### src/rtl/ide_irq_gate.sv
module ide_irq_gate #(
  parameter int ADDR_W = 14,
  parameter int DATA_W = 8,
  parameter logic [3:0] CARD_TYPE = 4'd3,
  parameter logic [13:0] CH0_BASE = 14'h0800,
  parameter logic [13:0] CH1_BASE = 14'h0C00,
  parameter logic [13:0] IDENT_BASE = 14'h2280,
  parameter logic [13:0] SEL_ADDR = 14'h0000
) (
  input  logic              clk,
  input  logic              rst_n,
  input  logic [ADDR_W-1:0] addr,
  input  logic              rd,
  input  logic              wr,
  input  logic [DATA_W-1:0] wdata,
  output logic [DATA_W-1:0] rdata,
  input  logic [1:0]        drv_irq,
  output logic              irq_host,
  output logic [1:0]        cs_task,
  output logic [1:0]        cs_ctrl,
  output logic [2:0]        reg_idx,
  output logic              dma_chan,
  output logic              fast_space
);
  localparam int NCH = 2;
  localparam logic [ADDR_W-1:0] MASK_OFS = ADDR_W'(14'h080);
  localparam logic [ADDR_W-1:0] STAT_OFS = ADDR_W'(14'h0A4);
  localparam logic [ADDR_W-1:0] ALT_OFS  = ADDR_W'(14'h0E0);

  logic access;
  logic [NCH-1:0] en, mask_hit, stat_hit;
  logic sel_hit, id_hit;
  logic sel_dma_q, sel_fast_q;

  assign access = rd | wr;
  assign reg_idx = addr[6:4];

  for (genvar c = 0; c < NCH; c++) begin : g_ch
    localparam logic [ADDR_W-1:0] BASE = (c == 0) ? ADDR_W'(CH0_BASE) : ADDR_W'(CH1_BASE);
    logic en_q;

    assign mask_hit[c] = (addr == BASE + MASK_OFS);
    assign stat_hit[c] = (addr == BASE + STAT_OFS);
    assign cs_task[c]  = access && (addr[ADDR_W-1:7] == BASE[ADDR_W-1:7]) && (addr[3:0] == 4'd0);
    assign cs_ctrl[c]  = access && (addr == BASE + ALT_OFS);

    always_ff @(posedge clk) begin
      if (!rst_n)                    en_q <= 1'b0;
      else if (wr && mask_hit[c])    en_q <= 1'b1;
      else if (rd && mask_hit[c])    en_q <= 1'b0;
    end
    assign en[c] = en_q;


    en_set_chk: assert property (@(posedge clk) disable iff (!rst_n)
      (wr && mask_hit[c]) |=> en[c]);

    en_clr_chk: assert property (@(posedge clk) disable iff (!rst_n)
      (rd && !wr && mask_hit[c]) |=> !en[c]);
  end

  assign irq_host = |(en & drv_irq);

  assign sel_hit = (addr == ADDR_W'(SEL_ADDR));
  assign id_hit  = (addr[ADDR_W-1:4] == IDENT_BASE[ADDR_W-1:4]) && (addr[1:0] == 2'd0);

  always_ff @(posedge clk) begin
    if (!rst_n) begin
      sel_dma_q  <= 1'b0;
      sel_fast_q <= 1'b0;
    end else if (wr && sel_hit) begin
      sel_dma_q  <= wdata[0];
      sel_fast_q <= wdata[5];
    end
  end
  assign dma_chan   = sel_dma_q;
  assign fast_space = sel_fast_q;

  always_comb begin
    rdata = '0;
    if (sel_hit) begin
      rdata[0] = sel_dma_q;
      rdata[5] = sel_fast_q;
    end else if (stat_hit[0]) rdata[0] = drv_irq[0];
    else if (stat_hit[1])     rdata[0] = drv_irq[1];
    else if (id_hit)          rdata[0] = CARD_TYPE[addr[3:2]];
  end


  cs_excl_chk: assert property (@(posedge clk) disable iff (!rst_n)
    $onehot0({cs_task, cs_ctrl}));

  sel_load_chk: assert property (@(posedge clk) disable iff (!rst_n)
    (wr && sel_hit) |=> (dma_chan == $past(wdata[0])) && (fast_space == $past(wdata[5])));

  idle_hold_chk: assert property (@(posedge clk) disable iff (!rst_n)
    !(mask_hit[0] || mask_hit[1] || sel_hit) |=> $stable(en) && $stable(dma_chan) && $stable(fast_space));

  no_req_chk: assert property (@(posedge clk) disable iff (!rst_n)
    (drv_irq == 2'b00) |-> !irq_host);
endmodule

### config.mk
export PLATFORM = sky130hd
export DESIGN_NAME = ide_irq_gate
export DESIGN_NICKNAME = d
export VERILOG_FILES = /design/src/rtl/ide_irq_gate.sv
export SDC_FILE = /design/constraint.sdc
export NUM_CORES = 1
export LEC_CHECK = 0
export CAP_MARGIN = 20
export CORE_AREA = 8 8 45 47
export DETAILED_ROUTE_END_ITERATION = 16
export DIE_AREA = 0 0 53 55
export DONT_BUFFER_PORTS = 1
export MAX_ROUTING_LAYER = met4
export SYNTH_ARGS = -nofsm -noshare
export SYNTH_HDL_FRONTEND = slang
export SYNTH_SLANG_ARGS = --single-unit
### constraint.sdc
create_clock -name clk -period 1.9 [get_ports clk]
set_clock_uncertainty 0.05 [all_clocks]
set_input_delay 0.38 -clock clk [delete_from_list [all_inputs] [get_ports clk]]
set_output_delay 0.38 -clock clk [all_outputs]
set_load 0.02 [all_outputs]
==> impl_metrics.py, run 1 <==
metrics = {
    "timing": {
        "hold_violations": 0,
        "finalCritPeriodShare": 0.953,
        "tns_ns": 0,
        "setup_violations": 0,
        "fin_crit_ns": 1.81,
        "slew_violations": 0,
        "max_freq_mhz": 552,
        "rsz0062_at_grt": "false",
    },
    "routing": {
        "vias": 441,
        "drtIter0Drc": 3,
        "drc": 0,
        "first_pass_iters": 2,
        "final_antenna_net_count": 0,
        "wirelength_um": 1290,
        "viasPerCell": 5.51,
        "routedWlPerCell_um": 16.1,
    },
    "clocking": {
        "post_cts_buffers": 0,
        "cts-root-buf": "clkbuf_4",
        "clockBufferDepth": 2,
        "cts_buffers": 3,
        "cts_hold_buf": 0,
        "clk_latency_ns": 0.23,
        "clkTransAtPathRegs_ns": 0.04,
        "htree_num_levels": 1,
        "clock_sinks": 4,
        "ctsResizeCount": 0,
        "cts_tree": "done",
    },
    "final_layout": {
        "fin_cells": 80,
        "final_nets": 94,
        "final_cell_mix": "10 x nand2_1, 6 x conb_1, 6 x buf_4",
        "fin_area_um2": 485,
        "drive_above_1_share": 0.203,
        "antenna_cells": 0,
        "synthToLayoutAreaGrowth_pct": 8.68,
        "final_common_cell": "nand2_1",
        "fillCellCount": 163,
    },
    "logic_synthesis": {
        "synth-edff-count": 0,
        "syn_inst": 59,
        "synth-seq-cells": 4,
        "ys_warn_count": 0,
        "ys_async_sr_fraction": 0,
        "ys.flop_type": "dfxtp_1",
        "synth_top_area_share": 0.179,
        "avgSynthCellArea_um2": 7.57,
        "netlist_area_um2": 447,
        "synth_largest_area_cell": "dfxtp_1",
        "ys_top_cells_by_area": "dfxtp_1 18%, buf_4 15%, nand2_1 8.4%",
        "synth.yosys.seq_area_share": 0.179,
        "synth.distinct_cells": 28,
    },
    "placed_design": {
        "dpl.cell_count": 77,
        "routabilityCongestion": 0.743,
        "numPortBuffers": 0,
        "place_hpwl_um": 1150,
        "dpl_cell_area_um2": 463,
    },
    "floorplan": {
        "die_w_um": 53,
        "dieArea_mm2": 0.00292,
        "rows": 14,
        "start_util": 0.323,
        "coreArea_mm2": 0.00138,
        "die_h_um": 55,
        "ioPinCount": 46,
    },
    "worst_setup_path": {
        "r2r_start": "dma_chan",
        "r2r_slack_ns": 1.11,
        "critPathKind": "input port to output pin",
        "timing.rr.end": "dma_chan",
        "start_kind": "input port",
        "r2r_cells": 2,
        "cp-end-kind": "output pin",
        "arrival_ns": 1.38,
        "path_max_fanout": 3,
        "required_ns": 1.47,
    },
    "power_and_ir_drop": {
        "power.density_mw_per_mm2": 449,
        "ir_drop_v": 0.000348,
        "p_total_uw": 218,
        "leakage_uw": 0.000185,
    },
    "worst_hold_path": {
        "hold_depth": 2,
        "min_from": "wdata[5]",
        "holdPathEnd": "fast_space",
        "hold_path_class": "input port to flop",
    },
    "global_route": {
        "overflow": 0,
        "grt_pass1_vias": 449,
        "grt_first_pass_wirelength_um": 1910,
        "antenna_found_initial": 0,
        "grtUsageTotal": 0.0900,
        "grt_start_max_net_pins": 8,
    },
    "status": {
        "outcome": "completed",
    },
    "run": {
        "drv_cap": 0,
    },
}
cell type report:
type | instances | area [µm²] | area share
tap | 16 | 20.0 | 0.0412
multi-input combinational | 49 | 310 | 0.639
timing repair buffer | 6 | 45.0 | 0.0928
sequential | 4 | 80.1 | 0.165
inverter | 2 | 7.51 | 0.0155
clock buffer | 3 | 22.5 | 0.0464
cell usage after synthesis, types with 2 or more instances:
cell / number
o32ai_1: 3
buf_4: 9
nand2_1: 10
mux2i_1: 2
dfxtp_1: 4
inv_1: 2
nor3_1: 4
nor3b_1: 2
nor2_1: 4
flip-flops by register name (all words and copies together) (netlist names):
| name | flops |
|---|---|
| g_ch.en_q | 2 |
| fast_space | 1 |
| dma_chan | 1 |
cells by family after synthesis:
group | share of synthesized area
compound gates | 0.132
buf+inv | 0.168
flops | 0.179
mux | 0.0448
other cells | 0.00840
simple gates | 0.468
power breakdown:
part	internal, µW	total (µW)	switching [µW]
Clock	70.7	106	34.9
Sequential	84.4	84.4	0.00354
Combinational	9.89	27.9	18.0
Total	165	218	53.0
metrics by stage:
| stage | hold slack [ns] | utilization | setup slack [ns] |
|---|---|---|---|
| 6_report | 0.242 | 0.351 | 0.0888 |
| 5_1_grt | 0.247 | 0.351 | 0.00552 |
| 4_1_cts | 0.237 | 0.351 | 0.0733 |
| 3_5_place_dp | 0.412 | 0.335 | 0.0759 |
| 3_3_place_gp | 0.410 | 0.335 | 0.0832 |
| 2_1_floorplan | 0.388 | - | 0.0928 |
worst max path at each step:
stage	start	depth (start not counted)	endpoint
floorplan	addr[1]	3	cs_task[0]
global placement	addr[9]	4	rdata[0]
detailed placement	addr[9]	4	rdata[0]
CTS	addr[9]	4	rdata[0]
global route	addr[1]	3	rdata[0]
finish	addr[9]	4	rdata[0]
per-layer routing:
layer  vias up  routed length, µm  GRT usage  share of wire
met4         0                 14     0.0259          0.011
met1       206                433     0.0759           0.34
li1        214                  -          -              -
met3         2                170     0.0615           0.13
met5         -                  0          -              0
met2        19                669      0.158           0.52
critical path, cell delays in order:
cell and delay, ns:
nor3b_4 0.23, nand2_2 0.07, or3_1 0.35, a32o_1 0.35
No activity file was read; power rests on OpenSTA's default activity.
==> run 2, diff against run 1 <==
--- a/config.mk
+++ b/config.mk
@@ -14,3 +14,4 @@
 export SYNTH_ARGS = -nofsm -noshare
 export SYNTH_HDL_FRONTEND = slang
 export SYNTH_SLANG_ARGS = --single-unit
+export TNS_END_PERCENT = 30
==> results of run 2 <==
Final layout, timing and power as in run 1 (identical DEF).
==> run 3, diff against run 2 <==
--- a/config.mk
+++ b/config.mk
@@ -7,6 +7,8 @@
 export LEC_CHECK = 0
 export CAP_MARGIN = 20
 export CORE_AREA = 8 8 45 47
+export CTS_CLUSTER_DIAMETER = 60
+export CTS_CLUSTER_SIZE = 30
 export DETAILED_ROUTE_END_ITERATION = 16
 export DIE_AREA = 0 0 53 55
 export DONT_BUFFER_PORTS = 1
==> results of run 3 <==
Final layout, timing and power as in run 1 (identical DEF).
